### src/rtl/sfc_pkg.sv
package sfc_pkg;

   typedef enum logic [1:0] {
      REQ_NONE = 2'b00,
      REQ_READ = 2'b01,
      REQ_RFO  = 2'b10,
      REQ_UPG  = 2'b11
   } req_e;

   typedef enum logic [1:0] {
      GNT_NONE = 2'b00,
      GNT_SHR  = 2'b01,
      GNT_EXC  = 2'b10
   } gnt_e;

   typedef enum logic [1:0] {
      MSG_NONE = 2'b00,
      MSG_DWN  = 2'b01,
      MSG_INV  = 2'b10,
      MSG_SNP  = 2'b11
   } msg_e;

   typedef enum logic [1:0] {
      ST_IDLE  = 2'b00,
      ST_SEND  = 2'b01,
      ST_GRANT = 2'b10
   } fsm_e;

endpackage

### src/rtl/sfc_table.sv
module sfc_table #(
   parameter int NUM_CORES = 4,
   parameter int IDX_W     = 2,
   parameter int TAG_W     = 4
) (
   input  logic                 clk,
   input  logic                 rst_n,
   input  logic [IDX_W-1:0]     rd_idx,
   output logic                 rd_valid,
   output logic [TAG_W-1:0]     rd_tag,
   output logic [NUM_CORES-1:0] rd_pres,
   output logic                 rd_excl,
   input  logic                 wr_en,
   input  logic [IDX_W-1:0]     wr_idx,
   input  logic [TAG_W-1:0]     wr_tag,
   input  logic [NUM_CORES-1:0] wr_pres,
   input  logic                 wr_excl
);

   localparam int ENTRIES = 1 << IDX_W;

   logic                 valid_q [ENTRIES];
   logic [TAG_W-1:0]     tag_q   [ENTRIES];
   logic [NUM_CORES-1:0] pres_q  [ENTRIES];
   logic                 excl_q  [ENTRIES];
   logic [ENTRIES-1:0]   we;

   for (genvar e = 0; e < ENTRIES; e++) begin : g_we
      assign we[e] = wr_en && (wr_idx == IDX_W'(e));
   end

   always_ff @(posedge clk) begin
      for (int e = 0; e < ENTRIES; e++) begin
         if (!rst_n) begin
            valid_q[e] <= 1'b0;
            tag_q[e]   <= '0;
            pres_q[e]  <= '0;
            excl_q[e]  <= 1'b0;
         end else if (we[e]) begin
            valid_q[e] <= 1'b1;
            tag_q[e]   <= wr_tag;
            pres_q[e]  <= wr_pres;
            excl_q[e]  <= wr_excl;
         end
      end
   end

   assign rd_valid = valid_q[rd_idx];
   assign rd_tag   = tag_q[rd_idx];
   assign rd_pres  = pres_q[rd_idx];
   assign rd_excl  = excl_q[rd_idx];

endmodule

### src/rtl/sfc_decide.sv
module sfc_decide
   import sfc_pkg::*;
#(
   parameter int NUM_CORES = 4,
   parameter int CORE_W    = 2,
   parameter int TAG_W     = 4
) (
   input  logic [1:0]           req_type,
   input  logic [CORE_W-1:0]    req_core,
   input  logic [TAG_W-1:0]     req_tag,
   input  logic                 ent_valid,
   input  logic [TAG_W-1:0]     ent_tag,
   input  logic [NUM_CORES-1:0] ent_pres,
   input  logic                 ent_excl,
   output logic [NUM_CORES-1:0] pend_vec,
   output msg_e                 pend_type,
   output logic                 pend_victim,
   output gnt_e                 grant,
   output logic [NUM_CORES-1:0] dwn_vec,
   output logic [NUM_CORES-1:0] new_pres,
   output logic                 new_excl
);

   logic                 hit;
   logic [NUM_CORES-1:0] holders;
   logic [NUM_CORES-1:0] self_bit;
   logic [NUM_CORES-1:0] others;
   logic                 single;
   req_e                 eff;
   logic [NUM_CORES-1:0] inv_vec;
   msg_e                 inv_type;

   assign hit      = ent_valid && (ent_tag == req_tag);
   assign holders  = hit ? ent_pres : '0;
   assign self_bit = NUM_CORES'(1) << req_core;
   assign others   = holders & ~self_bit;
   assign single   = (others != '0) && ((others & (others - NUM_CORES'(1))) == '0);

   always_comb begin
      eff = req_e'(req_type);
      if (eff == REQ_UPG && (holders & self_bit) == '0) eff = REQ_RFO;
   end

   always_comb begin
      inv_vec  = '0;
      inv_type = MSG_INV;
      dwn_vec  = '0;
      grant    = GNT_EXC;
      new_pres = self_bit;
      new_excl = 1'b1;
      unique case (eff)
         REQ_READ: begin
            grant    = (others == '0) ? GNT_EXC : GNT_SHR;
            dwn_vec  = (hit && ent_excl) ? others : '0;
            new_pres = holders | self_bit;
            new_excl = (others == '0);
         end
         REQ_RFO: begin
            inv_vec  = others;
            inv_type = single ? MSG_SNP : MSG_INV;
         end
         REQ_UPG: begin
            inv_vec  = others;
         end
         default: begin
            grant = GNT_NONE;
         end
      endcase
   end

   assign pend_victim = ent_valid && !hit;
   assign pend_vec    = pend_victim ? ent_pres : inv_vec;
   assign pend_type   = pend_victim ? MSG_INV : inv_type;

endmodule

### src/rtl/sfc_msg_issuer.sv
module sfc_msg_issuer #(
   parameter int NUM_CORES = 4
) (
   input  logic                 clk,
   input  logic                 rst_n,
   input  logic                 load,
   input  logic [NUM_CORES-1:0] load_vec,
   input  logic                 step,
   output logic [NUM_CORES-1:0] cur,
   output logic                 last
);

   logic [NUM_CORES-1:0] vec_q;
   logic [NUM_CORES-1:0] rest;

   assign cur  = vec_q & (~vec_q + NUM_CORES'(1));
   assign rest = vec_q & ~cur;
   assign last = (rest == '0);

   always_ff @(posedge clk) begin
      if (!rst_n)    vec_q <= '0;
      else if (load) vec_q <= load_vec;
      else if (step) vec_q <= rest;
   end

endmodule

### src/rtl/snoop_filter_ctrl.sv
module snoop_filter_ctrl
   import sfc_pkg::*;
#(
   parameter int NUM_CORES = 4,
   parameter int ADDR_W    = 6,
   parameter int IDX_W     = 2
) (
   input  logic                                    clk,
   input  logic                                    rst_n,
   input  logic                                    req_valid,
   output logic                                    req_ready,
   input  logic [1:0]                              req_type,
   input  logic [((NUM_CORES>1)?$clog2(NUM_CORES):1)-1:0] req_core,
   input  logic [ADDR_W-1:0]                       req_addr,
   output logic                                    gnt_valid,
   output logic [((NUM_CORES>1)?$clog2(NUM_CORES):1)-1:0] gnt_core,
   output logic [1:0]                              gnt_state,
   output logic                                    msg_valid,
   output logic [NUM_CORES-1:0]                    msg_target,
   output logic [1:0]                              msg_type,
   output logic [ADDR_W-1:0]                       msg_addr
);

   localparam int CORE_W = (NUM_CORES > 1) ? $clog2(NUM_CORES) : 1;
   localparam int TAG_W  = ADDR_W - IDX_W;

   if (NUM_CORES < 2) begin : g_bad_cores
      $error("snoop_filter_ctrl: NUM_CORES must be at least 2");
   end
   if (IDX_W < 1 || IDX_W >= ADDR_W) begin : g_bad_idx
      $error("snoop_filter_ctrl: IDX_W must lie in 1..ADDR_W-1");
   end

   fsm_e                 state_q;
   logic                 accept;

   logic                 ent_valid;
   logic [TAG_W-1:0]     ent_tag;
   logic [NUM_CORES-1:0] ent_pres;
   logic                 ent_excl;

   logic [NUM_CORES-1:0] d_pend;
   msg_e                 d_ptype;
   logic                 d_victim;
   gnt_e                 d_grant;
   logic [NUM_CORES-1:0] d_dwn;
   logic [NUM_CORES-1:0] d_pres;
   logic                 d_excl;

   logic [CORE_W-1:0]    w_core;
   gnt_e                 w_grant;
   logic [NUM_CORES-1:0] w_dwn;
   logic [NUM_CORES-1:0] w_pres;
   logic                 w_excl;
   logic [IDX_W-1:0]     w_idx;
   logic [TAG_W-1:0]     w_tag;
   msg_e                 w_mtype;
   logic [ADDR_W-1:0]    w_maddr;

   logic [NUM_CORES-1:0] iss_cur;
   logic                 iss_last;
   logic                 in_send;
   logic                 in_grant;

   logic [IDX_W-1:0]     rq_idx;
   logic [TAG_W-1:0]     rq_tag;

   assign rq_idx   = req_addr[IDX_W-1:0];
   assign rq_tag   = req_addr[ADDR_W-1:IDX_W];
   assign in_send  = (state_q == ST_SEND);
   assign in_grant = (state_q == ST_GRANT);
   assign accept   = (state_q == ST_IDLE) && req_valid && (req_type != REQ_NONE);

   sfc_table #(
      .NUM_CORES(NUM_CORES),
      .IDX_W    (IDX_W),
      .TAG_W    (TAG_W)
   ) u_table (
      .clk     (clk),
      .rst_n   (rst_n),
      .rd_idx  (rq_idx),
      .rd_valid(ent_valid),
      .rd_tag  (ent_tag),
      .rd_pres (ent_pres),
      .rd_excl (ent_excl),
      .wr_en   (in_grant),
      .wr_idx  (w_idx),
      .wr_tag  (w_tag),
      .wr_pres (w_pres),
      .wr_excl (w_excl)
   );

   sfc_decide #(
      .NUM_CORES(NUM_CORES),
      .CORE_W   (CORE_W),
      .TAG_W    (TAG_W)
   ) u_decide (
      .req_type   (req_type),
      .req_core   (req_core),
      .req_tag    (rq_tag),
      .ent_valid  (ent_valid),
      .ent_tag    (ent_tag),
      .ent_pres   (ent_pres),
      .ent_excl   (ent_excl),
      .pend_vec   (d_pend),
      .pend_type  (d_ptype),
      .pend_victim(d_victim),
      .grant      (d_grant),
      .dwn_vec    (d_dwn),
      .new_pres   (d_pres),
      .new_excl   (d_excl)
   );

   sfc_msg_issuer #(
      .NUM_CORES(NUM_CORES)
   ) u_issuer (
      .clk     (clk),
      .rst_n   (rst_n),
      .load    (accept),
      .load_vec(d_pend),
      .step    (in_send),
      .cur     (iss_cur),
      .last    (iss_last)
   );

   always_ff @(posedge clk) begin
      if (!rst_n) begin
         state_q <= ST_IDLE;
      end else begin
         unique case (state_q)
            ST_IDLE:  if (accept) state_q <= (d_pend != '0) ? ST_SEND : ST_GRANT;
            ST_SEND:  if (iss_last) state_q <= ST_GRANT;
            ST_GRANT: state_q <= ST_IDLE;
            default:  state_q <= ST_IDLE;
         endcase
      end
   end

   always_ff @(posedge clk) begin
      if (!rst_n) begin
         w_core  <= '0;
         w_grant <= GNT_NONE;
         w_dwn   <= '0;
         w_pres  <= '0;
         w_excl  <= 1'b0;
         w_idx   <= '0;
         w_tag   <= '0;
         w_mtype <= MSG_NONE;
         w_maddr <= '0;
      end else if (accept) begin
         w_core  <= req_core;
         w_grant <= d_grant;
         w_dwn   <= d_dwn;
         w_pres  <= d_pres;
         w_excl  <= d_excl;
         w_idx   <= rq_idx;
         w_tag   <= rq_tag;
         w_mtype <= d_ptype;
         w_maddr <= d_victim ? {ent_tag, rq_idx} : req_addr;
      end
   end

   assign req_ready = (state_q == ST_IDLE);
   assign gnt_valid = in_grant;
   assign gnt_core  = w_core;
   assign gnt_state = in_grant ? w_grant : GNT_NONE;

   always_comb begin
      msg_valid  = 1'b0;
      msg_target = '0;
      msg_type   = MSG_NONE;
      msg_addr   = '0;
      if (in_send) begin
         msg_valid  = 1'b1;
         msg_target = iss_cur;
         msg_type   = w_mtype;
         msg_addr   = w_maddr;
      end else if (in_grant && w_dwn != '0) begin
         msg_valid  = 1'b1;
         msg_target = w_dwn;
         msg_type   = MSG_DWN;
         msg_addr   = {w_tag, w_idx};
      end
   end

endmodule

### config.mk
export PLATFORM = sky130hd
export DESIGN_NAME = snoop_filter_ctrl
export DESIGN_NICKNAME = d
export VERILOG_FILES = /design/src/rtl/sfc_pkg.sv /design/src/rtl/sfc_table.sv /design/src/rtl/sfc_decide.sv /design/src/rtl/sfc_msg_issuer.sv /design/src/rtl/snoop_filter_ctrl.sv
export SDC_FILE = /design/constraint.sdc
export NUM_CORES = 1
export LEC_CHECK = 0
export ABC_AREA = 1
export BUFFER_PORTS_ARGS = -buffer_cell sky130_fd_sc_hd__buf_4
export CORE_MARGIN = 2
export CORE_UTILIZATION = 30
export CTS_BUF_LIST = sky130_fd_sc_hd__clkbuf_4 sky130_fd_sc_hd__clkbuf_8 sky130_fd_sc_hd__clkbuf_16
export DETAILED_ROUTE_END_ITERATION = 10
export PLACE_DENSITY = 0.52
export SYNTH_ARGS = -nofsm -noshare
export SYNTH_HDL_FRONTEND = slang
export SYNTH_HIERARCHICAL = 1
export SYNTH_SLANG_ARGS = --single-unit
### constraint.sdc
create_clock -name clk -period 2.8 [get_ports clk]
set_clock_uncertainty 0.05 [all_clocks]
set_input_delay 0.28 -clock clk [delete_from_list [all_inputs] [get_ports clk]]
set_output_delay 0.28 -clock clk [all_outputs]
set_load 0.005 [all_outputs]
== Word level (Yosys, flattened, before mapping) ==
Memories as Yosys holds them, arrays and structs flattened.
Cells that the tools add are included.
Storage, ports and cells
  register bits after elaboration: 33
  memory bits (writable): 40
  input port bits: 13
  output and inout bits: 19
  logic and storage cells: 139
  memories: 4
Memories
  u_table.pres_q: depth 4, width 4, read ports 1, clocked after Yosys merged registers in 0, wr ports 4, line sfc_table.sv:24  | logic [NUM_CORES-1:0] pres_q [ENTRIES];
  u_table.tag_q: depth 4, width 4, read ports 1, clocked after Yosys merged registers in 0, wr ports 4, line sfc_table.sv:23  | logic [TAG_W-1:0] tag_q [ENTRIES];
  u_table.excl_q: depth 4, width 1, read ports 1, clocked after Yosys merged registers in 0, wr ports 4, line sfc_table.sv:25  | logic excl_q [ENTRIES];
  u_table.valid_q: depth 4, width 1, read ports 1, clocked after Yosys merged registers in 0, wr ports 4, line sfc_table.sv:22  | logic valid_q [ENTRIES];
Operators by class
  $add $sub $neg: 2
  equal/unequal tests: 12
  shift operators: 1
  muxes and demuxes: 58
  bitwise logic cells: 25
  reductions and logical operators: 26
Operator list (number)
  $mux 4: 18
  $mux 1: 26
  $and 4x4->4: 5
  $mux 2: 9
  $mux 6: 3
  $logic_not 4->1: 4
  $or 1x1->1: 16
  $eq 2x2->1 const B: 6
  $logic_and 1x1->1: 12
  $not 4->4: 3
  $reduce_bool 4->1: 3
  $pmux 2 s2: 2
  $eq 2x1->1 const B: 3
  $add 4x1->4 const B: 1
  $eq 4x4->1: 1
  $logic_not 2->1: 2
  $or 4x4->4: 1
  $reduce_bool 2->1: 2
  $shl 1x2->4 const A: 1
  $sub 4x1->4 const B: 1
  $ne 2x1->1 const B: 1
  $ne 2x2->1 const B: 1
  $reduce_and 2->1: 1
  $reduce_or 2->1: 1
  $logic_not 1->1: 1

== Logic depth before layout (Yosys ltp) ==
An unclocked memory read counts as a cell.
  word-level depth: 16
  gate-level depth with buffers: 19

== By module ==
Netlist, hierarchy kept.
By module, submodules not included
  sfc_table: times used 1, cells an instance 204, area each 1939.4 µm², seq. area each 1181.1 µm²
  snoop_filter_ctrl: times used 1, cells an instance 236, area each 1405.1 µm², seq. area each 540.5 µm²
  sfc_decide: times used 1, cells an instance 79, area each 361.6 µm², seq. area each 0.0 µm²
  sfc_msg_issuer: times used 1, cells an instance 37, area each 237.7 µm², seq. area each 80.1 µm²

== Least setup slack after synthesis ==
No wires, ideal clock.
  path kind: input to register
  from: in req_addr[1]
  to: reg state_q[1]
  data arrival time: 2.010 ns
  path slack: 0.629 ns
  stages: 15
  path buffers: 1
  path through: clkinv_1 buf_2 o211ai_1 nand2_1 xnor2_1 nand2_1 nor2_4 nor2_1 nand2_1 o21ai_0 nor2_1 nand2_1 nand2_1 nand3_1 nor2_1
RTL lines
  start, declared: line snoop_filter_ctrl.sv:14  | input logic [ADDR_W-1:0] req_addr,
  $mem_v2 4x4
  net ent_tag[3]: line snoop_filter_ctrl.sv:38  | logic [TAG_W-1:0] ent_tag;
  $eq 4x4->1: line sfc_decide.sv:33  | assign hit = ent_valid && (ent_tag == req_tag);
  $logic_and 1x1->1: line sfc_decide.sv:33
  $logic_not 1->1: line sfc_decide.sv:71  | assign pend_victim = ent_valid && !hit;
  $logic_and 1x1->1: line sfc_decide.sv:71
  net d_victim: line snoop_filter_ctrl.sv:44  | logic d_victim;
  $mux 4: line sfc_decide.sv:72  | assign pend_vec = pend_victim ? ent_pres : inv_vec;
  net d_pend[3]: line snoop_filter_ctrl.sv:42  | logic [NUM_CORES-1:0] d_pend;
  $reduce_bool 4->1: line snoop_filter_ctrl.sv:131  | ST_IDLE: if (accept) state_q <= (d_pend != '0) ? ST_SEND : ST_GRANT;
  $mux 2 (2 in series): line snoop_filter_ctrl.sv:131
  $pmux 2 s2: line snoop_filter_ctrl.sv:130  | unique case (state_q)
  end signal, assigned: line snoop_filter_ctrl.sv:131
  end, declared: line snoop_filter_ctrl.sv:34  | fsm_e state_q;
The timed path passes the listed nets, and every way through them passes these cells. The select of a mux whose other input is x is not followed.
A chain may end at the register's enable or synchronous reset.

== Worst setup path in the final report ==
  from: mem u_table.tag_q[1][2]
  to: reg state_q[1]
Between the ends
  cells in the longest elaborated chain, start to end: 16
RTL lines
  start, declared: line sfc_table.sv:23
  $mem_v2 4x4 *
  net ent_tag[2]: line snoop_filter_ctrl.sv:38
  $eq 4x4->1 *: line sfc_decide.sv:33
  $logic_and 1x1->1 *: line sfc_decide.sv:33
  $mux 4: line sfc_decide.sv:34  | assign holders = hit ? ent_pres : '0;
  $and 4x4->4: line sfc_decide.sv:41  | if (eff == REQ_UPG && (holders & self_bit) == '0) eff = REQ_RFO;
  $logic_not 4->1: line sfc_decide.sv:41
  $logic_and 1x1->1: line sfc_decide.sv:41
  $mux 2: line sfc_decide.sv:41
  $eq 2x2->1: line sfc_decide.sv:51  | unique case (eff)
  $reduce_or 2->1 (no line)
  $mux 4: line sfc_decide.sv:51
  $mux 4 *: line sfc_decide.sv:72
  net d_pend[2]: line snoop_filter_ctrl.sv:42
  $reduce_bool 4->1 *: line snoop_filter_ctrl.sv:131
  $mux 2 * (2 in series): line snoop_filter_ctrl.sv:131
  $pmux 2 s2 *: line snoop_filter_ctrl.sv:130
The timed path passes the listed nets; every way through them passes the cells marked *. The select of a mux whose other input is x is not followed.

==> summary.md <==
| Metric | Value |
|---|---|
| Sw Share | 28.6% |
| Distinct cells, synth | 30 |
| RD Place Congestion | 0.847 |
| Layout Nets | 596 |
| Internal power | about 2.0 mW |
| Sink Count | between 70 and 80 |
| Synthesized area per cell | between 7 and 8 um2 |
| Later-pin clock latency in the skew report | 0.34 ns |
| Maximum VDD drop | roughly 0.34 mV |
| CTS tree | yes |
| Yosys warns | 6 |
| CTS root buffer | clkbuf_16 |
| Post-synth top area share | 28.9% |
| Final setup violation count | 0 |
| Register area share after synthesis | 45.7% |
| WP data arrival | 2.33 ns |
| Die area | 0.0141 mm2 |
| Design area | 0.00460 mm2 |
| First-pass GRT wire length | 15,600 um |
| Worst Hold Depth | 3 |
| GRT Util Overall | 14.1% |
| Area of the core | 0.0127 mm2 |
| Largest net degree at the start of global routing | between 50 and 60 |
| Number of buffers created by CTS | 9 |
| Slew Limit Fails | 0 |
| Hold Startpoint | req_addr[5] |
| RSZ-0062 raised after global routing | no |
| Reg power frac | a little over two fifths |
| Worst Setup SP | u_table/tag_q[1][2] |
| Pwr dens | 606 mW/mm2 |
| Vias in the first global route | 3,140 |
| Starting Density | 31.0% |
| DR pass1 iterations | 4 |
| Site Rows | 41 |
| Max cap viols | 0 |
| Fin crit share | roughly 77% |
| Ports | 32 |
| Via/cell ratio | 4.37 |
| PortBufs | 31 |
| HP Class | input port to flip-flop |
| EDFF count, synth | 38 |
| H-Tree Depth | 3 |
| Grt total ovfl | 0 |
| Reg2reg setup slack | 0.65 ns |
| Antenna violations before repair | 0 |
| Clk pwr share | 41.0% |
| Setup_tns | 0 ns |
| Post-route setup slack | around 0.65 ns |
| Leakage | 2.12 nW |
| Cells after Synth | 556 |
| Post-CTS Setup Inserts | 0 |
| Die height | 119 um |
| Crit start category | flip-flop |
| Fin. Hold Viols | 0 |
| Clock buffer depth | 2 |
| DR iter-0 viols | about 240 |
| Place WS | 0.373 ns |
| R2r worst-path depth | 14 |
| Routed len/inst | between 10 and 15 um |
| Slew @ Worst Pin | 0.594 ns |
| ANT cells | 0 |
| Crit path max fanout | 6 |
| Crit. End Element | flip-flop |
| Cell Area, Synth | 0.00394 mm2 |
| Layout area overhead | 16.7% |
| Final antenna-violating net count | 0 |
| Period minus WS final | 2.15 ns |
| Die width | 119 um |
| R2r endpoint | state_q[1] |
| Fraction of layout cells with a size suffix above 1 | 13.8% |
| Synthesized Nets | 569 |
| Clock transition at path regs | 0.06 ns |
| Power, Total | 2.79 mW |
| Synth area leaders | edfxtp_1 29%, dfxtp_1 17%, nand2_1 15%, nor2_1 11%, inv_1 8.4% |
| Highest clock rate | 0.466 GHz |
| Post-synth ARST share | 0% |
| Via count | between 3,000 and 4,000 |
| Post-synth top flop | edfxtp_1 |
| Routed wire length | between 9000 and 10,000 um |
| Gate power share | 15.4% |
| Yosys reg bits | a little over 70 |
| Termination of the worst setup path | state_q[1] |
| NetSw | ~800 uW |
| Hold_buf cts | 0 |
| CTS resizes | 0 |
| Placed instance area | 0.00430 mm2 |
| Post-synth top area cell | edfxtp_1 |
| Relative max-transition margin | 60.4% |
| Status | finished, final reports clean |
| DP HPWL | 6730 um |
| Critical path class | flip-flop to flip-flop |
| CP required | 2.98 ns |
| DRC Markers | 0 |
| FF-to-FF Start | u_table/tag_q[1][2] |
-- power by group through the flow --
stage	Clock, mW	Combinational (mW)	Sequential, mW
2_1_floorplan	0	0.314	1.22
3_3_place_gp	0	0.428	1.24
3_5_place_dp	0	0.435	1.24
4_1_cts	1.17	0.437	1.21
5_1_grt	1.21	0.494	1.22
6_report	1.14	0.429	1.21
-- area by class of cell --
class,count,area [um2]
Fill cell,1385,8120
Sequential cell,71,1800
Multi-Input combinational cell,373,1670
Inverter,94,355
Clock buffer,11,264
Timing Repair Buffer,34,255
Tap cell,172,215
Clock inverter,5,37.5
-- metrics by stage --
| step | hold WS [ns] | cells | utilization, % |
|---|---|---|---|
| 2_1_floorplan | 0.365 | 556 | - |
| 3_3_place_gp | 0.395 | 744 | 33.8 |
| 3_5_place_dp | 0.409 | 744 | 33.8 |
| 4_1_cts | 0.149 | 760 | 36.2 |
| 5_1_grt | 0.159 | 760 | 36.2 |
| 6_report | 0.156 | 760 | 36.2 |
-- layout by cell type (no fill, tap or decap), types with 3 or more instances in the layout --
master,count
inv_1,88
clkbuf_16,10
nand2_1,158
nor2_1,119
inv_2,3
edfxtp_1,38
dfxtp_1,33
nand3_1,21
nand4_1,6
o21ai_0,16
o211ai_1,10
a21oi_1,8
nor2_2,15
nand3_4,3
nor2_4,5
buf_4,34
-- kinds of logic after synthesis --
family / after synthesis / synth area share (%)
other cells: 1 / 0.0951
buf+inv: 112 / 11.9
flops: 71 / 45.7
xor+xnor: 2 / 0.444
compound gates: 37 / 5.46
simple gates: 333 / 36.4
-- critical path: stages, from the launching register on --
cell and delay [ns]:
edfxtp_1 0.35, inv_1 0.08, nand2_1 0.06, o211ai_1 0.09, nand2_1 0.11, xnor2_1 0.15
nand2_1 0.13, nor2_4 0.18, nand4_1 0.20, o21ai_0 0.31, nor2_1 0.07, nand2_1 0.09
nand2_1 0.05, nand3_1 0.06, nor2_1 0.05
-- Yosys cell counts (2+ instances only) --
library cell	n
nor2_4	5
buf_6	3
inv_1	88
nand3_1	21
clkinv_1	2
dfxtp_1	33
edfxtp_1	38
inv_2	3
buf_4	3
nor2_1	119
nand2_1	158
a21oi_1	8
buf_2	11
a21boi_0	2
xnor2_1	2
nand3_4	3
nand4_1	6
nor2_2	15
o21ai_0	16
o211ai_1	10
-- how the worst min path moves through the flow --
stage | slack, ns | endpoint
floorplan | 0.36 | gnt_core[0]
global placement | 0.40 | u_table/valid_q[2]
detailed placement | 0.41 | u_table/valid_q[2]
CTS | 0.15 | w_tag[3]
finish | 0.16 | w_tag[3]
global route | 0.16 | w_tag[3]
-- per-layer routing --
metal / wire (um) / global-route usage [%]
met1: 4300 / 18.0
met4: 164 / 5.80
met5: 0 / 0
met2: 4490 / 23.1
met3: 435 / 2.99
-- registers in the layout (all words and copies together), names as in the netlist, 2 cells and up --
register	cells
w_mtype	2
w_maddr	5
state_q	2
u_table/pres_q	16
w_pres	4
u_table/excl_q	4
w_dwn	4
gnt_core	2
u_table/valid_q	4
u_table/tag_q	16
w_grant	2
w_tag	4
u_issuer/vec_q	4
Note: power is estimated with default switching activity, not from simulation.
